--- src/rtl/dist_pkg.sv ---
package dist_pkg;
  localparam int unsigned ADDR_W    = 12;
  localparam int unsigned SRC_LIMIT = 510;
  localparam int unsigned TGT_W     = 16;

  typedef enum logic [2:0] {
    RG_NONE, RG_CTRL, RG_TYPE, RG_ENSET, RG_ENCLR, RG_TRIG, RG_TGT
  } rgn_e;

  function automatic rgn_e rgn_of(input logic [ADDR_W-1:0] a);
    if (a == 12'h000) return RG_CTRL;
    if (a == 12'h004) return RG_TYPE;
    if (a[11:7] == 5'b00010) return RG_ENSET;
    if (a[11:7] == 5'b00011) return RG_ENCLR;
    if (a[11:7] == 5'b00110) return RG_TRIG;
    if (a[11]) return RG_TGT;
    return RG_NONE;
  endfunction
endpackage

--- src/rtl/dist_pend.sv ---
module dist_pend #(
  parameter int N = 32
) (
  input  logic         clk,
  input  logic         rst,
  input  logic [N-1:0] line,
  input  logic [N-1:0] edge_mode,
  input  logic [N-1:0] clr,
  output logic [N-1:0] pend
);
  logic [N-1:0] prev;

  // edge sources: set on rise (set beats clear), held until acknowledged
  // level sources: follow the line
  always_ff @(posedge clk) begin
    if (rst) begin
      prev <= '0;
      pend <= '0;
    end else begin
      prev <= line;
      pend <= (edge_mode & ((pend & ~clr) | (line & ~prev))) | (~edge_mode & line);
    end
  end
endmodule

--- src/rtl/dist_pick.sv ---
module dist_pick #(
  parameter int N    = 64,
  parameter int ID_W = 6
) (
  input  logic [N-1:0]    req,
  output logic            found,
  output logic [ID_W-1:0] id
);
  always_comb begin
    found = 1'b0;
    id    = '0;
    for (int i = N-1; i >= 0; i--) begin
      if (req[i]) begin
        found = 1'b1;
        id    = ID_W'(i);
      end
    end
  end
endmodule

--- src/rtl/irq_distributor.sv ---
module irq_distributor #(
  parameter int NUM_CPU = 4,
  parameter int NUM_IRQ = 64,
  parameter int CPU_W   = $clog2(NUM_CPU),
  parameter int ID_W    = $clog2(NUM_IRQ)
) (
  input  logic                    clk,
  input  logic                    rst,
  input  logic [CPU_W-1:0]        bus_cpu,
  input  logic                    bus_wr,
  input  logic                    bus_rd,
  input  logic [11:0]             bus_addr,
  input  logic [31:0]             bus_wdata,
  output logic [31:0]             bus_rdata,
  input  logic [NUM_CPU*32-1:0]   priv_irq,
  input  logic [NUM_IRQ-33:0]     shr_irq,
  input  logic [NUM_CPU-1:0]      cpu_ack,
  output logic [NUM_CPU-1:0]      irq_valid,
  output logic [NUM_CPU*ID_W-1:0] irq_id
);
  import dist_pkg::*;

  localparam int NS = NUM_IRQ - 32;
  localparam int NW = NUM_IRQ / 32;

  rgn_e rg;
  logic [4:0] bank_word;
  logic [8:0] tgt_word;
  logic [15:0] own_bit;

  logic ctrl_en;
  logic [31:0] en_priv [NUM_CPU];
  logic [NS-1:0] en_shr;
  logic [15:0] trig_priv;
  logic [NS-1:0] trig_shr;
  logic [NUM_CPU-1:0] tgt_q [NS];

  logic [NS-1:0] shr_pend, shr_clr, lim;
  logic [31:0] priv_clr [NUM_CPU];
  logic [NS-1:0] tgt_col [NUM_CPU];
  logic [NUM_CPU-1:0] pick_found;
  logic [ID_W-1:0] pick_id [NUM_CPU];
  logic [NUM_CPU-1:0] ack_hit;
  logic [31:0] rd_val;

  assign rg        = rgn_of(bus_addr);
  assign bank_word = bus_addr[6:2];
  assign tgt_word  = bus_addr[10:2];
  assign own_bit   = 16'(1) << bus_cpu;
  assign ack_hit   = cpu_ack & irq_valid;

  // sources at or beyond the hard limit are never forwarded
  for (genvar j = 0; j < NS; j++) begin : g_lim
    assign lim[j] = ((j + 32) < SRC_LIMIT);
  end

  // register writes
  always_ff @(posedge clk) begin
    if (rst) begin
      ctrl_en   <= 1'b0;
      en_shr    <= '0;
      trig_priv <= '0;
      trig_shr  <= '0;
      for (int c = 0; c < NUM_CPU; c++) en_priv[c] <= '0;
      for (int j = 0; j < NS; j++) tgt_q[j] <= '0;
    end else if (bus_wr) begin
      if (rg == RG_CTRL) ctrl_en <= bus_wdata[0];
      if (rg == RG_ENSET && bank_word == 5'd0)
        en_priv[bus_cpu] <= en_priv[bus_cpu] | bus_wdata;
      if (rg == RG_ENCLR && bank_word == 5'd0)
        en_priv[bus_cpu] <= en_priv[bus_cpu] & ~bus_wdata;
      if (rg == RG_TRIG && bank_word == 5'd0)
        trig_priv <= bus_wdata[31:16];
      for (int j = 0; j < NS; j++) begin
        if (int'(bank_word) == (j + 32) / 32) begin
          if (rg == RG_ENSET && bus_wdata[(j + 32) % 32]) en_shr[j] <= 1'b1;
          if (rg == RG_ENCLR && bus_wdata[(j + 32) % 32]) en_shr[j] <= 1'b0;
          if (rg == RG_TRIG) trig_shr[j] <= bus_wdata[(j + 32) % 32];
        end
        if (rg == RG_TGT && int'(tgt_word) == (j + 32) / 2)
          tgt_q[j] <= bus_wdata[((j + 32) % 2) * TGT_W +: NUM_CPU];
      end
    end
  end

  // read path
  always_comb begin
    rd_val = '0;
    case (rg)
      RG_CTRL: rd_val = {31'b0, ctrl_en};
      RG_TYPE: rd_val = {27'b0, 5'(NW - 1)};
      RG_ENSET, RG_ENCLR: begin
        if (bank_word == 5'd0) rd_val = en_priv[bus_cpu];
        for (int j = 0; j < NS; j++)
          if (int'(bank_word) == (j + 32) / 32) rd_val[(j + 32) % 32] = en_shr[j];
      end
      RG_TRIG: begin
        if (bank_word == 5'd0) rd_val = {trig_priv, 16'hFFFF};
        for (int j = 0; j < NS; j++)
          if (int'(bank_word) == (j + 32) / 32) rd_val[(j + 32) % 32] = trig_shr[j];
      end
      RG_TGT: begin
        if (tgt_word < 9'd16) rd_val = {own_bit, own_bit};
        for (int j = 0; j < NS; j++)
          if (int'(tgt_word) == (j + 32) / 2)
            rd_val[((j + 32) % 2) * TGT_W +: NUM_CPU] = tgt_q[j];
      end
      default: rd_val = '0;
    endcase
  end

  always_ff @(posedge clk) begin
    if (rst) bus_rdata <= '0;
    else if (bus_rd) bus_rdata <= rd_val;
  end

  // acknowledge decode: clear the edge pending bit of the presented ID
  always_comb begin
    shr_clr = '0;
    for (int c = 0; c < NUM_CPU; c++) begin
      priv_clr[c] = '0;
      for (int i = 0; i < 32; i++)
        if (ack_hit[c] && irq_id[c*ID_W +: ID_W] == ID_W'(i)) priv_clr[c][i] = 1'b1;
      for (int j = 0; j < NS; j++)
        if (ack_hit[c] && irq_id[c*ID_W +: ID_W] == ID_W'(j + 32)) shr_clr[j] = 1'b1;
    end
  end

  always_comb begin
    for (int c = 0; c < NUM_CPU; c++)
      for (int j = 0; j < NS; j++)
        tgt_col[c][j] = tgt_q[j][c];
  end

  dist_pend #(.N(NS)) u_shr_pend (
    .clk(clk), .rst(rst), .line(shr_irq), .edge_mode(trig_shr),
    .clr(shr_clr), .pend(shr_pend)
  );

  for (genvar c = 0; c < NUM_CPU; c++) begin : g_cpu
    logic [31:0] pp;
    logic [NUM_IRQ-1:0] req;

    dist_pend #(.N(32)) u_priv_pend (
      .clk(clk), .rst(rst), .line(priv_irq[c*32 +: 32]),
      .edge_mode({trig_priv, 16'hFFFF}), .clr(priv_clr[c]), .pend(pp)
    );

    assign req = {shr_pend & en_shr & tgt_col[c] & lim, pp & en_priv[c]};

    dist_pick #(.N(NUM_IRQ), .ID_W(ID_W)) u_pick (
      .req(req), .found(pick_found[c]), .id(pick_id[c])
    );
  end

  always_ff @(posedge clk) begin
    if (rst) begin
      irq_valid <= '0;
      irq_id    <= '0;
    end else begin
      for (int c = 0; c < NUM_CPU; c++) begin
        irq_valid[c] <= ctrl_en & pick_found[c];
        irq_id[c*ID_W +: ID_W] <= (ctrl_en & pick_found[c]) ? pick_id[c] : '0;
      end
    end
  end
endmodule

--- config.mk ---
export PLATFORM = sky130hd
export DESIGN_NAME = irq_distributor
export DESIGN_NICKNAME = d
export VERILOG_FILES = /design/src/rtl/dist_pkg.sv /design/src/rtl/dist_pend.sv /design/src/rtl/dist_pick.sv /design/src/rtl/irq_distributor.sv
export SDC_FILE = /design/constraint.sdc
export NUM_CORES = 2
export LEC_CHECK = 0
export ABC_AREA = 1
export BUFFER_PORTS_ARGS = -buffer_cell sky130_fd_sc_hd__buf_2
export CORE_ASPECT_RATIO = 1.2
export CORE_MARGIN = 2
export CORE_UTILIZATION = 50
export CTS_BUF_LIST = sky130_fd_sc_hd__clkbuf_8
export CTS_CLUSTER_DIAMETER = 150
export DETAILED_ROUTE_END_ITERATION = 6
export GPL_TIMING_DRIVEN = 0
export PLACE_DENSITY = 0.69
export SYNTH_ARGS = -nofsm -noshare
export SYNTH_HDL_FRONTEND = slang
export SYNTH_SLANG_ARGS = --single-unit
--- constraint.sdc ---
create_clock -name clk -period 6.6 [get_ports clk]
set_input_delay 1.32 -clock clk [delete_from_list [all_inputs] [get_ports clk]]
set_output_delay 1.32 -clock clk [all_outputs]
set_load 0.1 [all_outputs]
Word-level counts from Yosys, hierarchy flattened
Memories as Yosys holds them, arrays and structs flattened.
Index checks and enable logic that the tools add are counted.
- order comparisons: 1
- equality and inequality tests: 279
- shifts and indexed selects: 1
- muxes and demuxes: 1072
- bitwise logic cells: 96
- reductions and logical operators: 438
- operators with widths (cell ; number):
    $and A32 B32 Y32 ; 30
    $eq A6 B6 Y1 const B ; 128
    $mux W6 ; 128
    $mux W1 ; 740
    $not A32 Y32 ; 13
    $eq A6 B5 Y1 const B ; 64
    $mux W4 ; 96
    $or A32 B32 Y32 ; 11
    $logic_and A1 B1 Y1 ; 339
    $mux W5 ; 64
    $eq A6 B4 Y1 const B ; 32
    $mux W32 ; 5
    $pmux W32 S5 ; 1
    $eq A9 B6 Y1 const B ; 16
    $reduce_or A34 Y1 ; 4
    $reduce_and A3 Y1 ; 33
    $eq A6 B3 Y1 const B ; 16
    $mux W3 ; 29
    $reduce_or A18 Y1 ; 4
    $reduce_bool A2 Y1 ; 32
    $eq A6 B2 Y1 const B ; 8
    $reduce_or A10 Y1 ; 4
    $or A1 B1 Y1 ; 33
    $reduce_or A32 Y1 ; 1
    21 further kinds ; 56
- register bits: 461
- memory bits (writable): 256
- output and inout bits: 60
- logic and storage cells: 1960
- memories: 2
- memory list (memory ; words ; width ; rd ports ; clocked after memory_dff ; write ports ; line ; RTL):
    en_priv ; 4 ; 32 ; 5 ; 0 ; 4 ; irq_distributor.sv:32 ; logic [31:0] en_priv [NUM_CPU];
    tgt_q ; 32 ; 4 ; 32 ; 0 ; 32 ; irq_distributor.sv:36 ; logic [NUM_CPU-1:0] tgt_q [NS];

Longest topological paths before layout
- word-level depth: 69
- mapped depth: 64
- depth with buffers taken out: 64

By module
From an unflattened synthesis, not the netlist that was laid out.
- cells, all modules: 5676
- area total of the unflattened synthesis: 38639.6 um^2
- modules (own cells, without submodules) (module ; instances ; cells an instance ; area an instance (um^2)):
    irq_distributor ; 1 ; 2825 ; 20942.6
    dist_pend ; 5 ; 391 ; 2807.7
    dist_pick ; 4 ; 224 ; 914.6

Worst setup path before layout
Ideal clock, no wire load.
- path type: input -> register
- start point: in bus_addr[11]
- end point: mem en_priv[2][0] (enable)
- library setup time: 0.466 ns
- arrival time: 4.497 ns
- data required time: 6.134 ns
- slack: 1.637 ns
- stages on the path: 8
- path buffers: 1
- path through: clkbuf_1 inv_1 nand2_1 nor2_1 nor2_1 inv_1 nand2_1 o21ai_0
- RTL lines (what ; line ; RTL):
    from (decl) ; irq_distributor.sv:12 ; input logic [11:0] bus_addr,
    to (decl) ; irq_distributor.sv:32 ;

Worst setup path after layout
- start point: in bus_addr[8]
- end point: reg bus_rdata[1]
- cells in the longest elaborated chain, start to end: 19
- RTL lines (what ; line ; RTL):
    $lt A9 B5 Y1 ; irq_distributor.sv:103 ; if (tgt_word < 9'd16) rd_val = {own_bit, own_bit};
    $mux W32 ; irq_distributor.sv:103 ;
    $mux W4 (16 in a row) ; irq_distributor.sv:105 ; if (int'(tgt_word) == (j + 32) / 2)
    $pmux W32 S5 (*) ; irq_distributor.sv:89 ; case (rg)
    to (signal assigned) ; irq_distributor.sv:114 ; else if (bus_rd) bus_rdata <= rd_val;
    to (decl) ; irq_distributor.sv:14 ; output logic [31:0] bus_rdata,
Every way passes the cells marked *; elsewhere a longest branch is shown, timed or not. The select of a mux whose other input is x is not followed.
A chain may end at the register's enable or synchronous reset.

==> results.md <==
* Final TNS setup at 0 ps
* Final layout net count at 4,860
* CTS tree: built
* Ys flop type: dfxtp_1
* Ys async rst share at 0
* Hpwl dp at 121,200 um
* Clk pin slew, worst setup/hold paths at 70 ps
* H-tree Lvls at 3
* Worst Path Max Fanout at 10
* Worst-Margin Slew at 1465 ps
* Leak at 16.05 nW
* Total wire length at 151,900 um
* RePlAce Congestion at 1.086
* Power density over the cells at 258.5 nW/um2
* Iteration count of the initial detailed-routing pass at 6
* Max Fclk at 0.1759 GHz
* Worst slew margin at 0.01599
* DRT antenna net count at 0
* Library cells used by synthesis at 37
* Synth Net Count at 4,473
* Clock root buffer: clkbuf_8
* Port-buffer cells at 270
* # IOs at 274
* Synth top area cells: dfxtp_1, edfxtp_1, nand2_1, nor2_1, inv_1
* GRT Total Usage at 0.4437
* FF+latch count, synth at 717
* Critical Path AT at 6290 ps
* CTS buffer count at 113
* Post-route clock period utilization at 0.8615
* Setup Skew at 55.38 ps
* Post-synth top cells: nand2_1, nor2_1, dfxtp_1
* Post_cts resized at 0
* First-pass GRT wire length at 207,500 um
* Final Power at 9.637 mW
* Area Overhead vs Synth at 15.06%
* Clock sinks at 717
* CTS Hold Bufs at 0
* Iter 0 DRT Violations at 3,710
* Max-slew violations at 0
* Post-synthesis sequential area ratio at 0.5220
* Crit start category: primary input
* Synthesized area per cell at 7.608 um2
* Post-CTS Setup Repair Bufs at 0
* HP Class: flip-flop to flip-flop
* Vias in the first global route at 30,600
* Max-Cap Viols at 1
* Global route overflow at 0
* Top-area cell type share of the netlist area at 0.2848
* Die area at 66,870 um2
* Worst IR Drop VDD at 0.2212 mV
* Unrepaired setup endpoints after global routing: no
* Antenna violations before repair at 11
* Post-route insts no fill at 5,582
* Yosys warning total at 0
* Final setup viols at 0
* Post-Synthesis Cells at 4,259
* Fill cells at 6,205
* Largest net degree at the start of global routing at 33
* Starting Density at 0.5038
* FP Rows at 102
* Share of layout cells above drive strength 1 at 0.09553
* Fin. Hold Viols at 0
* DRC Markers at 1
* Post-Syn Area at 32,400 um2
* Number of flops mapped to enable cells by yosys at 256
* Clock buffer depth at 3
* WS Path Type: primary input to flip-flop
* Core area at 64,320 um2
* Drt via density at 5.864
* Final min period at 5686 ps
* Most numerous cell in the Yosys netlist: nand2_1
* DR vias at 32,740
* Worst EP required at 7200 ps
* Placed instance count at 5,363
* Endpoint type of the worst setup path: flip-flop
* Failing checks: design-rule violations, max-capacitance violations
* Die outline width at 236.4 um
* Clk Latency, worst-skew pair at 820 ps
* Placed instance area at 34,880 um2
* Cell taking the most area after synthesis: dfxtp_1
* Die H at 282.9 um
* Status: finished with violations
* Post-detailed-route wirelength per cell at 27.21 um
* Final instance area at 37,280 um2
==> layout by cell type, fill, tap and decap left out, types with 24 or more instances in the layout <==
| master | synthesis | routed |
|---|---|---|
| a21oi_1 | 155 | 155 |
| a22o_1 | 31 | 31 |
| a311oi_1 | 33 | 33 |
| a31oi_1 | 42 | 42 |
| buf_2 | 0 | 270 |
| clkbuf_1 | 151 | 151 |
| clkbuf_8 | 0 | 134 |
| dfxtp_1 | 461 | 461 |
| edfxtp_1 | 256 | 256 |
| inv_1 | 366 | 400 |
| nand2_1 | 1140 | 1138 |
| nand3_1 | 197 | 197 |
| nor2_1 | 854 | 854 |
| nor3_1 | 48 | 47 |
| o2111ai_1 | 24 | 24 |
| o211ai_1 | 61 | 61 |
| o21ai_0 | 240 | 238 |
| o22ai_1 | 66 | 66 |
==> registers in the layout, indices dropped and copies added, names as in the netlist <==
| register | cells |
|---|---|
| bus_rdata | 32 |
| ctrl_en | 1 |
| en_priv | 128 |
| en_shr | 32 |
| g_cpu.u_priv_pend.pend | 128 |
| g_cpu.u_priv_pend.prev | 128 |
| irq_id | 24 |
| irq_valid | 4 |
| tgt_q | 128 |
| trig_priv | 16 |
| trig_shr | 32 |
| u_shr_pend.pend | 32 |
| u_shr_pend.prev | 32 |
==> final timing paths <==
path                                                       to  cells after the start                     startpoint  slack [ps]
worst max-delay path                             bus_rdata[1]                     20                    bus_addr[8]         910
worst min register to register  g_cpu[2].u_priv_pend.pend[27]                      3  g_cpu[2].u_priv_pend.prev[27]         460
worst max register to register                      irq_id[0]                     62            u_shr_pend.pend[29]        1580
worst min-delay path            g_cpu[2].u_priv_pend.pend[27]                      3  g_cpu[2].u_priv_pend.prev[27]         460
==> final cells by class <==
class,count,area [um2],share of cell area
inverter,373,1400,0.03755
buffer,168,630.6,0.01691
antenna,8,20.02,0.0005370
multi-input combinational,3001,13490,0.3618
clock buffer,134,1844,0.04947
tap,832,1041,0.02792
timing repair buffer,272,1406,0.03772
sequential,717,16920,0.4537
clock inverter,77,534.3,0.01433
==> report_power, final <==
group / internal (mW) / switching (mW) / total, mW
clock network: 2.07 / 1.94 / 4.00
logic: 0.193 / 0.541 / 0.733
registers: 4.77 / 0.130 / 4.90
==> metal layers <==
| metal | track usage | wire (um) |
|---|---|---|
| met5 | 0 | 78 |
| met4 | 0.3586 | 13760 |
| met3 | 0.1002 | 15090 |
| met2 | 0.7213 | 69030 |
| met1 | 0.5059 | 53950 |
==> stage by stage <==
stage,utilization,hold slack (ps),setup slack (ps)
detailed placement,0.5423,455.0,427.4
global route,0.5794,481.4,780.0
finish,0.5796,459.2,914.4
global placement,0.5410,452.2,-819.8
CTS,0.5793,454.8,1168
floorplan,-,443.9,1637
==> kinds of logic after synthesis <==
kind of cell / synth area share
buf+inv: 0.06267
flops: 0.5220
simple gates: 0.2753
compound gates: 0.1396
mux: 0.0003475
==> critical path, stage by stage <==
cell and delay [ps]:
buf_2 110, nor2_1 150, inv_1 70, nor3_1 400
nand2_1 270, nor2_1 200, inv_1 90, clkbuf_1 200
o21ai_0 620, a21oi_1 200, a221oi_1 350, o211ai_1 250
a221oi_1 640, nand4_1 260, a221oi_1 310, nand3_1 110
o211ai_1 310, nand3_1 150, nand2_1 180, a21oi_1 90
No activity file was read; power rests on OpenSTA's default activity.
